`src/rtl/apr_pkg.sv`:
```
package apr_pkg;
  localparam int BYTE_W = 8;
  typedef logic [BYTE_W-1:0] byte_t;

  // Pick one byte out of a packed count word.
  function automatic byte_t pick_byte(input logic [31:0] word, input int idx);
    return byte_t'(word >> (BYTE_W * idx));
  endfunction
endpackage

```
`src/rtl/apr_strobe_edge.sv`:
```
module apr_strobe_edge (
  input  logic clk,
  input  logic rst,
  input  logic stb,
  output logic rise,
  output logic fall
);
  logic stb_q;

  always_ff @(posedge clk) begin
    if (rst) stb_q <= 1'b0;
    else     stb_q <= stb;
  end

  assign rise = stb & ~stb_q;
  assign fall = ~stb & stb_q;
endmodule

```
`src/rtl/apr_addr_ptr.sv`:
```
module apr_addr_ptr #(
  parameter int ADDR_W = 4,
  parameter int SEL_W  = 4
) (
  input  logic              clk,
  input  logic              rst,
  input  logic              addr_evt,
  input  logic              data_evt,
  input  logic [7:0]        din,
  input  logic [SEL_W-1:0]  board_id,
  output logic              sel_q,
  output logic [ADDR_W-1:0] ptr_q
);
  logic hit;
  assign hit = (din[ADDR_W +: SEL_W] == board_id);

  always_ff @(posedge clk) begin
    if (rst) begin
      sel_q <= 1'b0;
      ptr_q <= '0;
    end else if (addr_evt) begin
      sel_q <= hit;
      if (hit) ptr_q <= din[ADDR_W-1:0];
    end else if (data_evt && sel_q) begin
      ptr_q <= ptr_q + 1'b1;
    end
  end

  AST_PTR_HOLD: assert property (@(posedge clk) disable iff (rst)
    (!addr_evt && !data_evt) |=> $stable(ptr_q));
  AST_PTR_DESEL_HOLD: assert property (@(posedge clk) disable iff (rst)
    (!sel_q && !addr_evt) |=> $stable(ptr_q));
endmodule

```
`src/rtl/apr_wr_regs.sv`:
```
module apr_wr_regs #(
  parameter int ADDR_W  = 4,
  parameter int CNT_W   = 24,
  parameter int N_AXES  = 4,
  parameter int TMR_W   = 6
) (
  input  logic              clk,
  input  logic              rst,
  input  logic              wr_evt,
  input  logic [ADDR_W-1:0] ptr,
  input  logic [7:0]        din,
  output logic [CNT_W-1:0]  asm_q,
  output logic [7:0]        ctrl_q,
  output logic [TMR_W-1:0]  tmr_q
);
  localparam int ASM_BYTES = CNT_W / 8;
  localparam int CTRL_ADDR = ASM_BYTES;
  localparam int TMR_ADDR  = ASM_BYTES + 1;

  genvar g;
  generate
    for (g = 0; g < ASM_BYTES; g++) begin : g_asm
      always_ff @(posedge clk) begin
        if (rst)                                     asm_q[8*g +: 8] <= '0;
        else if (wr_evt && ptr == ADDR_W'(g))        asm_q[8*g +: 8] <= din;
      end
    end
  endgenerate

  always_ff @(posedge clk) begin
    if (rst) begin
      ctrl_q <= '0;
      tmr_q  <= '0;
    end else if (wr_evt) begin
      if (ptr == ADDR_W'(CTRL_ADDR)) ctrl_q <= din;
      if (ptr == ADDR_W'(TMR_ADDR))  tmr_q  <= din[TMR_W-1:0];
    end
  end

  AST_ASM_HOLD: assert property (@(posedge clk) disable iff (rst)
    !wr_evt |=> $stable(asm_q));
  AST_CTRL_HOLD: assert property (@(posedge clk) disable iff (rst)
    !wr_evt |=> $stable(ctrl_q));
  AST_TMR_HOLD: assert property (@(posedge clk) disable iff (rst)
    !wr_evt |=> $stable(tmr_q));
endmodule

```
`src/rtl/apr_rd_path.sv`:
```
module apr_rd_path
  import apr_pkg::*;
#(
  parameter int          ADDR_W = 4,
  parameter int          CNT_W  = 24,
  parameter int          N_AXES = 4,
  parameter logic [7:0]  ID_CODE = 8'h11
) (
  input  logic                    clk,
  input  logic                    rst,
  input  logic                    rd_evt,
  input  logic                    end_evt,
  input  logic [ADDR_W-1:0]       ptr,
  input  logic [N_AXES*CNT_W-1:0] counts,
  input  logic [N_AXES-1:0]       sense,
  output logic [7:0]              dout_q,
  output logic                    doe_q,
  output logic                    clr_q
);
  localparam int BPA        = CNT_W / 8;
  localparam int SENSE_ADDR = N_AXES * BPA;
  localparam int ID_ADDR    = (1 << ADDR_W) - 1;

  byte_t rd_byte;

  always_comb begin
    rd_byte = '0;
    for (int k = 0; k < N_AXES; k++) begin
      for (int j = 0; j < BPA; j++) begin
        if (ptr == ADDR_W'(k * BPA + j))
          rd_byte = pick_byte(32'(counts[k*CNT_W +: CNT_W]), j);
      end
    end
    if (ptr == ADDR_W'(SENSE_ADDR)) rd_byte = byte_t'(sense);
    if (ptr == ADDR_W'(ID_ADDR))    rd_byte = ID_CODE;
  end

  always_ff @(posedge clk) begin
    if (rst) begin
      dout_q <= '0;
      doe_q  <= 1'b0;
      clr_q  <= 1'b0;
    end else begin
      clr_q <= rd_evt && (ptr == ADDR_W'(SENSE_ADDR));
      if (rd_evt) begin
        dout_q <= rd_byte;
        doe_q  <= 1'b1;
      end else if (end_evt) begin
        dout_q <= '0;
        doe_q  <= 1'b0;
      end
    end
  end

  AST_DOUT_QUIET: assert property (@(posedge clk) disable iff (rst)
    !doe_q |-> (dout_q == 8'h00));
  AST_CLR_ONE_CYCLE: assert property (@(posedge clk) disable iff (rst)
    clr_q |=> !clr_q);
endmodule

```
`src/rtl/axis_port_regs.sv`:
```
module axis_port_regs #(
  parameter int         N_AXES  = 4,
  parameter int         CNT_W   = 24,
  parameter int         ADDR_W  = 4,
  parameter int         SEL_W   = 4,
  parameter logic [7:0] ID_CODE = 8'h11
) (
  input  logic                    clk,
  input  logic                    rst,
  input  logic [SEL_W-1:0]        board_id,
  input  logic [7:0]              epp_din,
  input  logic                    epp_write,
  input  logic                    addr_stb,
  input  logic                    data_stb,
  input  logic [N_AXES*CNT_W-1:0] axis_counts,
  input  logic [N_AXES-1:0]       index_sense,
  output logic [7:0]              epp_dout,
  output logic                    epp_doe,
  output logic [CNT_W-1:0]        asm_value,
  output logic [N_AXES-1:0]       load_req,
  output logic [N_AXES-1:0]       idx_sel,
  output logic [3:0]              timer_sel,
  output logic                    timer_master,
  output logic                    soft_latch,
  output logic                    sense_clr
);
  localparam int TMR_W = 6;

  logic              a_rise, a_fall, d_rise, d_fall;
  logic              addr_evt, data_evt, rd_evt, wr_evt, end_evt;
  logic              sel;
  logic [ADDR_W-1:0] ptr;
  logic [7:0]        ctrl;
  logic [TMR_W-1:0]  tmr;

  apr_strobe_edge u_aedge (.clk(clk), .rst(rst), .stb(addr_stb), .rise(a_rise), .fall(a_fall));
  apr_strobe_edge u_dedge (.clk(clk), .rst(rst), .stb(data_stb), .rise(d_rise), .fall(d_fall));

  // Address cycle wins if both strobes rise together.
  assign addr_evt = a_rise;
  assign data_evt = d_rise & ~a_rise;
  assign rd_evt   = data_evt & sel & ~epp_write;
  assign wr_evt   = data_evt & sel &  epp_write;
  assign end_evt  = d_fall | a_rise;

  apr_addr_ptr #(.ADDR_W(ADDR_W), .SEL_W(SEL_W)) u_ptr (
    .clk(clk), .rst(rst), .addr_evt(addr_evt), .data_evt(data_evt),
    .din(epp_din), .board_id(board_id), .sel_q(sel), .ptr_q(ptr)
  );

  apr_wr_regs #(.ADDR_W(ADDR_W), .CNT_W(CNT_W), .N_AXES(N_AXES), .TMR_W(TMR_W)) u_wr (
    .clk(clk), .rst(rst), .wr_evt(wr_evt), .ptr(ptr), .din(epp_din),
    .asm_q(asm_value), .ctrl_q(ctrl), .tmr_q(tmr)
  );

  apr_rd_path #(.ADDR_W(ADDR_W), .CNT_W(CNT_W), .N_AXES(N_AXES), .ID_CODE(ID_CODE)) u_rd (
    .clk(clk), .rst(rst), .rd_evt(rd_evt), .end_evt(end_evt), .ptr(ptr),
    .counts(axis_counts), .sense(index_sense),
    .dout_q(epp_dout), .doe_q(epp_doe), .clr_q(sense_clr)
  );

  assign idx_sel      = ctrl[N_AXES-1:0];
  assign load_req     = ctrl[4 +: N_AXES];
  assign timer_sel    = tmr[3:0];
  assign timer_master = tmr[4];
  assign soft_latch   = tmr[5];

  AST_DOE_NEEDS_SEL: assert property (@(posedge clk) disable iff (rst)
    epp_doe |-> sel);
  AST_CLR_WITH_DOE: assert property (@(posedge clk) disable iff (rst)
    sense_clr |-> epp_doe);
  AST_DESEL_NO_CTRL: assert property (@(posedge clk) disable iff (rst)
    (!sel && !addr_evt) |=> $stable(ctrl));
endmodule

```
`config.mk`:
```
export PLATFORM = sky130hd
export DESIGN_NAME = axis_port_regs
export DESIGN_NICKNAME = d
export VERILOG_FILES = /design/src/rtl/apr_pkg.sv /design/src/rtl/apr_strobe_edge.sv /design/src/rtl/apr_addr_ptr.sv /design/src/rtl/apr_wr_regs.sv /design/src/rtl/apr_rd_path.sv /design/src/rtl/axis_port_regs.sv
export SDC_FILE = /design/constraint.sdc
export NUM_CORES = 1
export LEC_CHECK = 0
export ABC_AREA = 1
export CAP_MARGIN = 20
export CELL_PAD_IN_SITES_DETAIL_PLACEMENT = 1
export CELL_PAD_IN_SITES_GLOBAL_PLACEMENT = 2
export CORE_ASPECT_RATIO = 0.5
export CORE_MARGIN = 3
export CORE_UTILIZATION = 22
export CTS_BUF_LIST = sky130_fd_sc_hd__clkbuf_8
export DETAILED_ROUTE_END_ITERATION = 12
export PLACE_DENSITY_LB_ADDON = 0.1
export SYNTH_ARGS = -nofsm -noshare
export SYNTH_HDL_FRONTEND = slang
export SYNTH_SLANG_ARGS = --single-unit
```
`constraint.sdc`:
```
create_clock -name clk -period 4.15 [get_ports clk]
set_input_delay 0.415 -clock clk [delete_from_list [all_inputs] [get_ports clk]]
set_output_delay 0.415 -clock clk [all_outputs]
set_load 0.01 [all_outputs]
```
==> run metrics <==
Clock transition at path regs 0.11 ns; core box area 14100 sq um; cell chain of the critical path inv_1 -> ha_1 -> nand3_1 -> nand2_1 -> inv_1 -> nand3_1 -> nand2_1 -> nand2_1 -> nand2_1 -> nand2_1 -> nand2_1 -> nand2_1 -> nand2_1 -> nand2_1 -> nand2_1 -> nand2_1 -> nand2_1 -> a21oi_2; Final Critical Period approximately 2.5 ns; library cells used by synthesis 29; Total Wirelength 12800 um; Final Instance Area 5230 sq um; area delta synth->final 58.5%; first-pass GRT wire length 20500 um; num rows 30; router iterations before antenna repair 4; Crit. End Element register; crit path DAT roughly 2.7 ns; Final Hold Fails 0; vias in the first global route 3925; WHS Endpoint u_rd.dout_q[2]; First DRT Iteration DRCs 120; Die X 179 um; Worst-Skew Late Latency 0.32 ns; Vias 3793; GR Util All Layers 0.152; layout cells sized above 1 0.0567; Critical Path Start Type register; post-route antenna net violation count 0; Hold Startpoint u_rd.dout_q[2]; yosys warns 0; Final Slew Violations 0; flop2flop setup slack roughly 1.7 ns; WP data required 4.40 ns; maximum vdd drop 103 uV; Ports 165; worst flop-to-flop path startpoint u_ptr.ptr_q[1]; part of the cycle the worst path needs 0.597; syn_nets 650; WHS Path Cells 2; Worst-Margin Slew roughly 0.7 ns; reg2reg end u_rd.dout_q[4]; CTS tree yes; critical path class reg2reg; Worst slew margin 0.541; antenna cell count 0; Netlist Area Pre-Place approximately 3300 sq um; CP max FO 15; Bufs on Longest Clock Path 2; Pwr per Cell Area 213 nW/um^2; slowest CP cell nand3_1; Hold Buf Count CTS 0; Post-Syn Area per Cell between 6 and 7 sq um; FMAX 404 MHz; H-tree Lvls 2; #FFs+latches synth 55; Max-cap violations 0; status finished, final reports clean; post-synthesis sequential area ratio 0.334; cts repair resizes 0; final core area utilization 0.371; DR vias/cell ~4.3; Post-Syn Instances 529; die area 16600 sq um; routability cong. 0.748; post-place instance area 5110 sq um; Hold WC Path Type reg2reg; GRT overflow 0; setup TNS 0 ns; most frequent CP cell nand2_1; reg2reg path depth 18; drt drc 0; # setup viols final 0; slowest stage delay, CP 0.49 ns; clock sink count 55; Leakage Power 2.09 nW; die span in y 92.6 um; RSZ-0062 raised after global routing no; largest net degree at the start of global routing 56; initial antenna violation count 0; skew final 0.0106 ns; Initial Utilization 0.234; post-DR wirelength/cell 14.6 um; CTS root buf clkbuf_8; net count reported at finish 808; Post-CTS Repair Setup Buffers 0; CTS buffer count 5; Port Buf Inserts 164; Detail Placement HPWL between 10000 and 15000 um
-- state kept, by name (all words and copies together) (netlist names) --
name,count
u_wr.tmr_q,6
u_rd.doe_q,1
u_ptr.ptr_q,4
u_dedge.stb_q,1
u_wr.asm_q,24
u_aedge.stb_q,1
u_rd.clr_q,1
u_rd.dout_q,8
u_ptr.sel_q,1
u_wr.ctrl_q,8
-- metal layers --
| layer | track usage | up-vias | routed length [um] |
|---|---|---|---|
| met5 | 0 | - | 0 |
| met4 | 0.0135 | 0 | 51 |
| met3 | 0.0283 | 6 | 697 |
| met2 | 0.228 | 99 | 5070 |
| met1 | 0.233 | 1689 | 7020 |
| li1 | - | 1999 | - |
-- worst max path at each step --
| stage | cells after the start | endpoint | slack, ns | startpoint |
|---|---|---|---|---|
| after floorplan | 16 | u_rd.dout_q[1] | 2.34 | u_ptr.ptr_q[1] |
| after global placement | 13 | u_wr.tmr_q[5] | 1.54 | addr_stb |
| after detailed placement | 13 | u_wr.tmr_q[4] | 1.41 | addr_stb |
| after CTS | 17 | u_rd.dout_q[4] | 1.59 | u_ptr.ptr_q[1] |
| after global routing | 17 | u_rd.dout_q[4] | 1.33 | u_ptr.ptr_q[1] |
| final | 18 | u_rd.dout_q[4] | 1.67 | u_ptr.ptr_q[1] |
-- cell usage in the layout (no fill, tap or decap), types with 7 or more instances in the layout --
| cell | count |
|---|---|
| inv_1 | 51 |
| nand3_1 | 22 |
| nor2_4 | 8 |
| a21oi_1 | 20 |
| inv_2 | 7 |
| a211oi_1 | 33 |
| clkdlybuf4s50_1 | 163 |
| nor2_1 | 81 |
| dfxtp_1 | 55 |
| nand2_1 | 188 |
-- report_power, final --
group	internal, W	leakage [nW]	total [W]	switching [W]
clock	0.000126	0.0467	0.000324	0.000198
sequential	0.000531	0.444	0.000533	0.00000278
combinational	0.000137	1.60	0.000254	0.000117
total	0.000794	2.09	0.00111	0.000318
-- cell usage after synthesis --
cell      instances  area share
o211ai_1          2      0.0046
nand3_1          22       0.033
o21ai_0           6      0.0091
nor2_1           81       0.092
buf_4             1      0.0023
nand4_1           6       0.011
o22ai_1           1      0.0019
a311oi_1          1      0.0027
buf_2             7       0.011
a32o_1            1      0.0030
a21oi_1          20       0.030
inv_1            51       0.058
inv_2             7      0.0080
nand3b_1          6       0.014
dfxtp_1          55        0.33
a211oi_2          1      0.0038
nor2_2            4      0.0076
clkbuf_1          6      0.0068
a211oi_1         33       0.075
nand2_1         188        0.21
nor3_1            5      0.0076
nand2_2           1      0.0019
xnor2_1           2      0.0053
ha_1              4       0.015
a221oi_1          1      0.0027
a21oi_2           2      0.0053
or2_2             6       0.011
nor2_4            8       0.027
clkinv_1          1      0.0011
-- kinds of logic after synthesis --
family	synth area share
adders and majority gates	0.0152
xor gates and xnor gates	0.00531
DFF	0.334
buffers and inverters	0.0869
AOI/OAI and AO/OA	0.138
and+or+nand+nor	0.420
-- critical path: cells and delay by family (launching register included) --
family / cells / cell delay (ns)
flops: 1 / 0.35
buf+inv: 2 / 0.16
simple gates: 14 / 1.45
fa+ha+maj: 1 / 0.32
compound gates: 1 / 0.11
-- stage by stage --
step,instances,power [W],hold slack (ns),worst slack [ns]
floorplan,529,0.000644,0.452,2.34
global placement,871,0.000802,0.453,1.54
detailed placement,871,0.000801,0.459,1.41
CTS,879,0.00113,0.476,1.59
global route,880,0.00118,0.489,1.33
finish,880,0.00111,0.472,1.67
-- final cells by class --
type | instances | area, sq um
Timing Repair Buffer | 165 | 1660
Inverter | 59 | 221
Tap cell | 192 | 240
Fill cell | 1796 | 8850
Sequential cell | 55 | 1100
Multi-Input combinational cell | 401 | 1910
Clock buffer | 5 | 68.8
Clock inverter | 3 | 27.5
(Power assumes the default switching activity.)
